**config.mk**
```make
export PLATFORM = sky130hd
export DESIGN_NAME = lhp_top
export DESIGN_NICKNAME = d
export VERILOG_FILES = /design/src/rtl/lhp_pkg.sv /design/src/rtl/lhp_hist_table.sv /design/src/rtl/lhp_ctr_table.sv /design/src/rtl/lhp_top.sv
export SDC_FILE = /design/constraint.sdc
export NUM_CORES = 2
export LEC_CHECK = 0
export BUFFER_PORTS_ARGS = -buffer_cell sky130_fd_sc_hd__buf_2
export CAP_MARGIN = 0
export CORE_ASPECT_RATIO = 1.2
export CORE_UTILIZATION = 65
export CTS_BUF_LIST = sky130_fd_sc_hd__clkbuf_4
export CTS_CLUSTER_SIZE = 40
export DETAILED_ROUTE_END_ITERATION = 12
export PLACE_DENSITY_LB_ADDON = 0.12
export SLEW_MARGIN = 20
export SYNTH_ARGS = -nofsm -noshare
export SYNTH_HDL_FRONTEND = slang
export SYNTH_SLANG_ARGS = --single-unit
```
**constraint.sdc**
```tcl
create_clock -name clk -period 6.9 [get_ports clk]
set_clock_uncertainty 0.15 [all_clocks]
set_input_delay 0.69 -clock clk [delete_from_list [all_inputs] [get_ports clk]]
set_output_delay 0.69 -clock clk [all_outputs]
set_load 0.02 [all_outputs]
```
**src/rtl/lhp_pkg.sv**
```systemverilog
package lhp_pkg;

    // Direction counter states; upper bit is the predicted direction.
    typedef enum logic [1:0] {
        CTR_STRONG_NT = 2'b00,
        CTR_WEAK_NT   = 2'b01,
        CTR_WEAK_T    = 2'b10,
        CTR_STRONG_T  = 2'b11
    } ctr_state_e;

    localparam ctr_state_e CTR_INIT = CTR_WEAK_NT;

    // One saturating training step.
    function automatic ctr_state_e ctr_next(input ctr_state_e cur, input logic taken);
        ctr_state_e nxt;
        nxt = cur;
        if (taken) begin
            if (cur != CTR_STRONG_T) nxt = ctr_state_e'(2'(cur + 2'd1));
        end else begin
            if (cur != CTR_STRONG_NT) nxt = ctr_state_e'(2'(cur - 2'd1));
        end
        return nxt;
    endfunction

    function automatic logic ctr_dir(input ctr_state_e c);
        return c[1];
    endfunction

endpackage

```
**src/rtl/lhp_hist_table.sv**
```systemverilog
module lhp_hist_table #(
    parameter int IDX_W  = 8,
    parameter int HIST_W = 8
) (
    input  logic              clk,
    input  logic              rst,
    input  logic [IDX_W-1:0]  rd_idx,
    output logic [HIST_W-1:0] rd_hist,
    input  logic              wr_en,
    input  logic [IDX_W-1:0]  wr_idx,
    input  logic              wr_taken
);
    localparam int ENTRIES = 1 << IDX_W;

    logic [HIST_W-1:0] hist_q [ENTRIES];

    always_ff @(posedge clk) begin
        if (rst) begin
            for (int e = 0; e < ENTRIES; e++) hist_q[e] <= '0;
        end else if (wr_en) begin
            hist_q[wr_idx] <= {hist_q[wr_idx][HIST_W-2:0], wr_taken};
        end
    end

    assign rd_hist = hist_q[rd_idx];


    hist_insert_chk: assert property (@(posedge clk) disable iff (rst)
        wr_en |=> (rd_idx != $past(wr_idx)) || (rd_hist[0] == $past(wr_taken)));


    hist_hold_chk: assert property (@(posedge clk) disable iff (rst)
        !wr_en |=> (rd_idx != $past(rd_idx)) || $stable(rd_hist));

endmodule

```
**src/rtl/lhp_ctr_table.sv**
```systemverilog
module lhp_ctr_table
    import lhp_pkg::*;
#(
    parameter int HIST_W = 8
) (
    input  logic              clk,
    input  logic              rst,
    input  logic [HIST_W-1:0] rd_idx,
    output ctr_state_e        rd_ctr,
    input  logic              wr_en,
    input  logic [HIST_W-1:0] wr_idx,
    input  logic              wr_taken
);
    localparam int ENTRIES = 1 << HIST_W;

    ctr_state_e ctr_q [ENTRIES];
    ctr_state_e wr_old;

    assign wr_old = ctr_q[wr_idx];

    always_ff @(posedge clk) begin
        if (rst) begin
            for (int e = 0; e < ENTRIES; e++) ctr_q[e] <= CTR_INIT;
        end else if (wr_en) begin
            ctr_q[wr_idx] <= ctr_next(wr_old, wr_taken);
        end
    end

    assign rd_ctr = ctr_q[rd_idx];


    ctr_reset_chk: assert property (@(posedge clk) disable iff (rst)
        $past(rst) |-> (rd_ctr == CTR_WEAK_NT));


    ctr_up_chk: assert property (@(posedge clk) disable iff (rst)
        (wr_en && wr_taken) |=>
            (ctr_q[$past(wr_idx)] > $past(wr_old)) ||
            (($past(wr_old) == CTR_STRONG_T) && (ctr_q[$past(wr_idx)] == CTR_STRONG_T)));


    ctr_down_chk: assert property (@(posedge clk) disable iff (rst)
        (wr_en && !wr_taken) |=>
            (ctr_q[$past(wr_idx)] < $past(wr_old)) ||
            (($past(wr_old) == CTR_STRONG_NT) && (ctr_q[$past(wr_idx)] == CTR_STRONG_NT)));

endmodule

```
**src/rtl/lhp_top.sv**
```systemverilog
module lhp_top
    import lhp_pkg::*;
#(
    parameter int PC_W    = 32,
    parameter int IDX_LSB = 2,
    parameter int IDX_W   = 8,
    parameter int HIST_W  = 8
) (
    input  logic              clk,
    input  logic              rst,
    input  logic [PC_W-1:0]   pred_pc,
    output logic              pred_taken,
    output logic [HIST_W-1:0] pred_hist,
    input  logic              upd_valid,
    input  logic [PC_W-1:0]   upd_pc,
    input  logic              upd_taken,
    input  logic [HIST_W-1:0] upd_hist
);
    logic [IDX_W-1:0] pred_idx;
    logic [IDX_W-1:0] upd_idx;
    ctr_state_e       pred_ctr;

    assign pred_idx = pred_pc[IDX_LSB +: IDX_W];
    assign upd_idx  = upd_pc[IDX_LSB +: IDX_W];

    lhp_hist_table #(.IDX_W(IDX_W), .HIST_W(HIST_W)) u_hist (
        .clk      (clk),
        .rst      (rst),
        .rd_idx   (pred_idx),
        .rd_hist  (pred_hist),
        .wr_en    (upd_valid),
        .wr_idx   (upd_idx),
        .wr_taken (upd_taken)
    );

    lhp_ctr_table #(.HIST_W(HIST_W)) u_ctr (
        .clk      (clk),
        .rst      (rst),
        .rd_idx   (pred_hist),
        .rd_ctr   (pred_ctr),
        .wr_en    (upd_valid),
        .wr_idx   (upd_hist),
        .wr_taken (upd_taken)
    );

    assign pred_taken = ctr_dir(pred_ctr);

endmodule

```
# --- Word-level counts from Yosys, hierarchy flattened ---
# Memory sizes are Yosys's and may differ from the RTL's.
# Cells that the tools add are included.
totals:
  regBits: 0
  ramBits: 2560
  mem_count: 2
op_classes:
  addsub: 2
  n_eq_ne: 1
  n_mux: 16
  reduce_logical: 3
mem_list:
  columns: ["name", "depth", "word_bits", "rd", "rd_ports_with_merged_regs", "write_ports", "line", "rtl"]
  rows:
  - ["u_hist.hist_q", 256, 8, 2, 0, 256, "lhp_hist_table.sv:15", "logic [HIST_W-1:0] hist_q [ENTRIES];"]
  - ["u_ctr.ctr_q", 256, 2, 2, 0, 256, "lhp_ctr_table.sv:16", "ctr_state_e ctr_q [ENTRIES];"]
ops:
  columns: ["operator", "count"]
  rows:
  - ["$mux W8", 3]
  - ["$mux W2", 6]
  - ["$reduce_or A8 Y1", 1]
  - ["$mux W1", 7]
  - ["$add A2 B1 Y2 const B", 1]
  - ["$ne A2 B2 Y1 const B", 1]
  - ["$reduce_bool A2 Y1", 1]
  - ["$reduce_or A2 Y1", 1]
  - ["$sub A2 B1 Y2 const B", 1]

# --- Longest topological paths before layout ---
# An unclocked memory read counts as a cell.
depth:
  ltp_word: 7
  depth_mapped: 22
  depth_no_buf: 13

# --- Cells and area by module ---
# Synthesis repeated with hierarchy kept, for this count alone.
hier_totals:
  cells_unflattened: 9390
  area_unflattened_um2: 133712.0
by_module_without_submodules:
  columns: ["module", "instances", "cells_per_inst", "area_per_inst_um2", "seq_area_each_um2"]
  rows:
  - ["lhp_hist_table", 1, 7064, 103917.2, 61499.0]
  - ["lhp_ctr_table", 1, 2326, 29794.8, 15374.7]

# --- Least setup slack after synthesis ---
# OpenSTA, ideal clock, no wires.
synth_timing:
  kind: "input -> output"
  start: "in pred_pc[2]"
  end: "out pred_taken"
  arrival_time_ns: 4.797
  path_slack_ns: 1.263
  cell_stages: 14
  n_path_buf: 7
  cell_sequence: "clkbuf_1 buf_4 buf_6 buf_6 buf_2 buf_2 buf_2 mux4_2 mux4_2 mux4_2 mux4_2 nand3b_1 nor3_1 nor4_2"
synth_between:
  elab_chain_cells: 2
synth_lines:
  columns: ["element", "line", "rtl"]
  rows:
  - ["from (decl)", "lhp_top.sv:11", "input logic [PC_W-1:0] pred_pc,"]
  - ["$mem_v2 Z256 W8", null, null]
  - ["named net pred_hist[7]", "lhp_top.sv:13", "output logic [HIST_W-1:0] pred_hist,"]
  - ["$mem_v2 Z256 W2", null, null]
  - ["to (decl)", "lhp_top.sv:12", "output logic pred_taken,"]
# The timed path passes the listed nets, and every way through them passes these cells.

==> flow_summary.rst <==
.. list-table::
   :header-rows: 1

   * - Metric
     - Value
   * - Run status
     - complete, but fails checks
   * - Violations in the final reports
     - setup timing
   * - CTS tree
     - yes
   * - Mapped Area
     - 130000 um^2
   * - Fraction of layout instances using a drive strength above 1
     - 0.297
   * - WP data required
     - about 6.1 ns
   * - Nets
     - slightly above 9000
   * - Vert. Die Dim
     - approximately 490 um
   * - Largest buffer count on any clock path
     - 4
   * - Commonest cells after routing, fill and taps aside
     - sky130_fd_sc_hd__edfxtp_1, sky130_fd_sc_hd__nor2_1, sky130_fd_sc_hd__mux4_2
   * - Internal power
     - between 20 and 30 mW
   * - Flip-flop and latch count after synthesis
     - 2560
   * - Top Family by Delay on Critical Path
     - compound AO/OA/AOI/OAI gates
   * - Synthesized area per cell
     - approximately 15 um^2
   * - Drc violations
     - 0
   * - Hold Vio Cnt, Final
     - 0
   * - Highest clock frequency the design can meet
     - 145 MHz
   * - Post-route design area
     - ~140000 um^2
   * - Total of endpoints with negative setup slack in the final report
     - 1
   * - CP arrival
     - roughly 6 ns
   * - Cell-by-cell listing of the critical path
     - mux4_2 > mux2i_1 > a21oi_1 > a22oi_1 > o2111ai_2 > nand2_4 > buf_12 > buf_4 > buf_16 > mux2i_2 > o22ai_1 > o41ai_1 > buf_4 > o221ai_1 > nor4b_2 > nor4_4 > buf_4
   * - End of the worst register-to-register path
     - u_hist.hist_q[243][7]$_SDFFCE_PN0P_
   * - Path type of the worst setup path
     - reg2out
   * - Pin count of the biggest net entering global routing
     - roughly 170
   * - Leftover overflow at the end of global routing
     - 0
   * - Final routed wire length divided by cell count
     - about 35 um
   * - Share of power burned in combinational logic
     - 0.143
   * - Clock root cell
     - sky130_fd_sc_hd__clkbuf_4
   * - Cell repeated most along the worst path
     - sky130_fd_sc_hd__buf_4
   * - Maximum fanout along the worst path
     - 18
   * - Worst-case hold slack
     - about 0.19 ns
   * - Register-to-Register Path Depth
     - 8
   * - Die Outline Area
     - 202000 um^2
   * - Clock sink total
     - 2560
   * - Clock transition at the registers of the reported paths
     - ~0.08 ns
   * - Cell type with the highest aggregate area in the netlist
     - sky130_fd_sc_hd__edfxtp_1
   * - Number of levels in the clock H-tree
     - 6
   * - Actual transition at the worst max-transition pin
     - about 1.3 ns
   * - HP Class
     - in2reg
   * - Most area-consuming cells after synthesis
     - sky130_fd_sc_hd__edfxtp_1, sky130_fd_sc_hd__mux4_2, sky130_fd_sc_hd__nor2_1
   * - Type of origin of the critical path
     - register
   * - Number of inserted filler cells in the final layout
     - about 13000
   * - Total leakage power
     - 48.0 nW
   * - Overall via count from detail_route
     - 89900
   * - Startpoint of the worst hold path
     - upd_pc[7]
   * - Detailed-route vias per instance
     - ~7.4
   * - Share of power burned in registers
     - 0.500
   * - Wire length of the first global-routing pass
     - 605 mm
   * - Worst Path Buf+Inv
     - 5
   * - Switching share of power
     - 0.278
   * - Worst setup slack for register-to-register paths
     - between 2 and 2.5 ns
   * - Number of flops mapped to enable cells by yosys
     - about 2600
   * - Yosys warnings
     - 0
   * - DP Wirelength
     - between 200 and 300 mm
   * - First-pass detailed-route iteration total
     - 9
   * - Power per cell area
     - ~250 nW/um^2
   * - Max-slew violation count
     - 0
   * - Post-layout worst setup margin
     - -0.0146 ns
   * - Routed wire length
     - 421 mm
   * - Area Overhead vs Synth
     - 9.62%
   * - P_sw
     - 9.91 mW
   * - GRT Resource Usage Total
     - 0.420
   * - Total placed instance area
     - roughly 130000 um^2
   * - Standard-cell rows
     - about 180
   * - Syn nets
     - roughly 9000
   * - Slowest-stage cell, CP
     - sky130_fd_sc_hd__mux4_2
   * - Initial DRC Count
     - between 10000 and 15000
   * - Number of nets with antenna violations after routing
     - 0
   * - Syn Inst Count
     - 8932
   * - Initial standard-cell utilization of the core
     - 0.656
   * - Core Box Area
     - 199000 um^2
   * - Min-Delay Endpoint
     - u_hist.hist_q[131][3]$_SDFFCE_PN0P_
   * - IO Count
     - 85
   * - Clock power share
     - 0.357
   * - Asr flop ratio synth
     - 0
   * - Placed insts
     - ~11000
   * - Gpl congestion
     - just under 1
   * - CP peak stage delay
     - between 0.5 and 0.6 ns
   * - Number of buffers inserted during clock tree synthesis
     - around 640
   * - Peak supply drop
     - 0.214 mV
   * - Total power
     - between 30 and 40 mW
   * - Vias in the first global route
     - just under 90000
   * - Number of input and output port buffers inserted
     - 36
   * - Distinct cell type count after synthesis
     - between 40 and 50
   * - Shortest clock period the worst path allows after layout
     - 6.91 ns
   * - Reg-to-Reg Start
     - u_hist.hist_q[206][6]$_SDFFCE_PN0P_
   * - Most common cell after layout, fill and taps aside
     - sky130_fd_sc_hd__edfxtp_1
   * - Final period utilization
     - 1.00
   * - Fraction of the yosys area taken by sequential cells
     - 0.590
   * - Top flip-flop cell by instance count after synthesis
     - sky130_fd_sc_hd__edfxtp_1
   * - Number of antenna violations at the first check in global routing
     - 32
   * - Number of cells on the worst hold path
     - 5
   * - Endpoint type of the worst setup path
     - primary output
   * - Top-area cell type share of the netlist area
     - 0.590
   * - Clock latency of the later-clocked register in the worst-skew pair
     - ~1.5 ns
   * - Non-Filler Instances
     - about 12000
   * - Count of maximum capacitance violations
     - 0
   * - Width of the die
     - 411 um
   * - Rel. slew slack
     - 0.110
## state kept, by name (all words and copies together), names as in the netlist
| signal | flops |
|---|---|
| u_ctr.ctr_q | 512 |
| u_hist.hist_q | 2048 |
## what timing repair did
item                       4_1_cts  5_1_grt
setup buffers                    5        4
setup endpoints to repair        1        1
gates resized for setup         42       29
hold buffers                    12        0
hold endpoints to repair       729        0
gates cloned                     1        0
pin swaps                       16       16
## power groups by stage
stage | Clock (mW) | Combinational [mW] | Sequential (mW)
after floorplan | 0 | 3.01 | 18.0
after global placement | 0 | 4.78 | 18.1
after detailed placement | 0 | 4.84 | 18.1
after CTS | 12.7 | 4.92 | 17.8
after global routing | 13.4 | 5.18 | 17.9
final | 12.7 | 5.12 | 17.8
## cells in the mapped netlist, types with 4 or more instances
cell type,instances
sky130_fd_sc_hd__a22oi_1,154
sky130_fd_sc_hd__buf_2,75
sky130_fd_sc_hd__nand4_1,7
sky130_fd_sc_hd__nor4_1,44
sky130_fd_sc_hd__buf_6,8
sky130_fd_sc_hd__o221ai_1,4
sky130_fd_sc_hd__edfxtp_1,2560
sky130_fd_sc_hd__mux4_2,1320
sky130_fd_sc_hd__nand2b_1,304
sky130_fd_sc_hd__and2_1,6
sky130_fd_sc_hd__buf_1,100
sky130_fd_sc_hd__or2_2,17
sky130_fd_sc_hd__nor3_1,271
sky130_fd_sc_hd__o311ai_0,5
sky130_fd_sc_hd__o22ai_1,71
sky130_fd_sc_hd__a21oi_1,55
sky130_fd_sc_hd__or3_1,9
sky130_fd_sc_hd__clkbuf_1,684
sky130_fd_sc_hd__nand3_1,272
sky130_fd_sc_hd__nor2_1,2160
sky130_fd_sc_hd__a21o_1,193
sky130_fd_sc_hd__mux2_2,5
sky130_fd_sc_hd__o21bai_1,26
sky130_fd_sc_hd__buf_4,19
sky130_fd_sc_hd__nor2b_1,19
sky130_fd_sc_hd__mux2i_1,150
sky130_fd_sc_hd__a31oi_1,6
sky130_fd_sc_hd__inv_1,7
sky130_fd_sc_hd__a211oi_1,5
sky130_fd_sc_hd__nand2_1,342
## area by class of cell
cell class | count | area [um^2] | area share
clock buffers | 896 | 6730 | 0.0471
flip-flops and latches | 2560 | 76900 | 0.538
clock inverters | 176 | 1000 | 0.00701
diodes | 15 | 37.5 | 0.000263
inverters | 10 | 45.0 | 0.000315
multi-input cells | 5476 | 50600 | 0.354
repair buffers | 429 | 4270 | 0.0299
well taps | 2624 | 3280 | 0.0230
## per-stage QoR
step,setup WS [ns],utilization,setup TNS [ns]
floorplan,1.26,-,0
global placement,-0.134,0.677,-0.134
detailed placement,-0.122,0.677,-0.122
CTS,0.00142,0.718,0
global route,-0.0619,0.719,-0.0619
finish,-0.0146,0.719,-0.0146
## worst register-to-register path: stages (launching register included)
cell and delay [ns]:
sky130_fd_sc_hd__edfxtp_1 0.39, sky130_fd_sc_hd__mux4_2 0.53, sky130_fd_sc_hd__mux4_2 0.56, sky130_fd_sc_hd__mux2i_1 1.03, sky130_fd_sc_hd__o22ai_1 0.25, sky130_fd_sc_hd__a2111oi_2 0.59
sky130_fd_sc_hd__buf_4 0.26, sky130_fd_sc_hd__buf_4 0.49, sky130_fd_sc_hd__nor2_1 0.15
## how the worst max path moves through the flow
stage                                        startpoint  slack, ns  cells past startpoint          to
floorplan                                    pred_pc[2]       1.26                     14  pred_taken
global placement                             pred_pc[2]      -0.13                     21  pred_taken
detailed placement                           pred_pc[3]      -0.12                     16  pred_taken
CTS                   u_hist.hist_q[2][3]$_SDFFCE_PN0P_      0.001                     20  pred_taken
global route        u_hist.hist_q[126][1]$_SDFFCE_PN0P_      -0.06                     17  pred_taken
finish              u_hist.hist_q[124][0]$_SDFFCE_PN0P_      -0.01                     17  pred_taken
## logic make-up (layout without fill, tap and decap cells)
| logic type | count (synthesis) | count (layout) | share of synthesized area |
|---|---|---|---|
| muxes | 1475 | 1475 | 0.240 |
| other | 0 | 15 | 0 |
| AOI/OAI and AO/OA | 536 | 536 | 0.0292 |
| adders and majority gates | 2 | 2 | 0.000154 |
| buffers and inverters | 896 | 1511 | 0.0275 |
| and+or+nand+nor | 3463 | 3463 | 0.113 |
| DFF | 2560 | 2560 | 0.590 |
## layer usage
layer	vias to the layer above	global-route usage	share of wire
li1	35300	-	-
met1	45000	0.524	0.31
met2	7881	0.627	0.46
met3	1640	0.131	0.14
met4	36	0.307	0.086
met5	-	0	0.00072
Note: power is estimated with default switching activity, not from simulation.
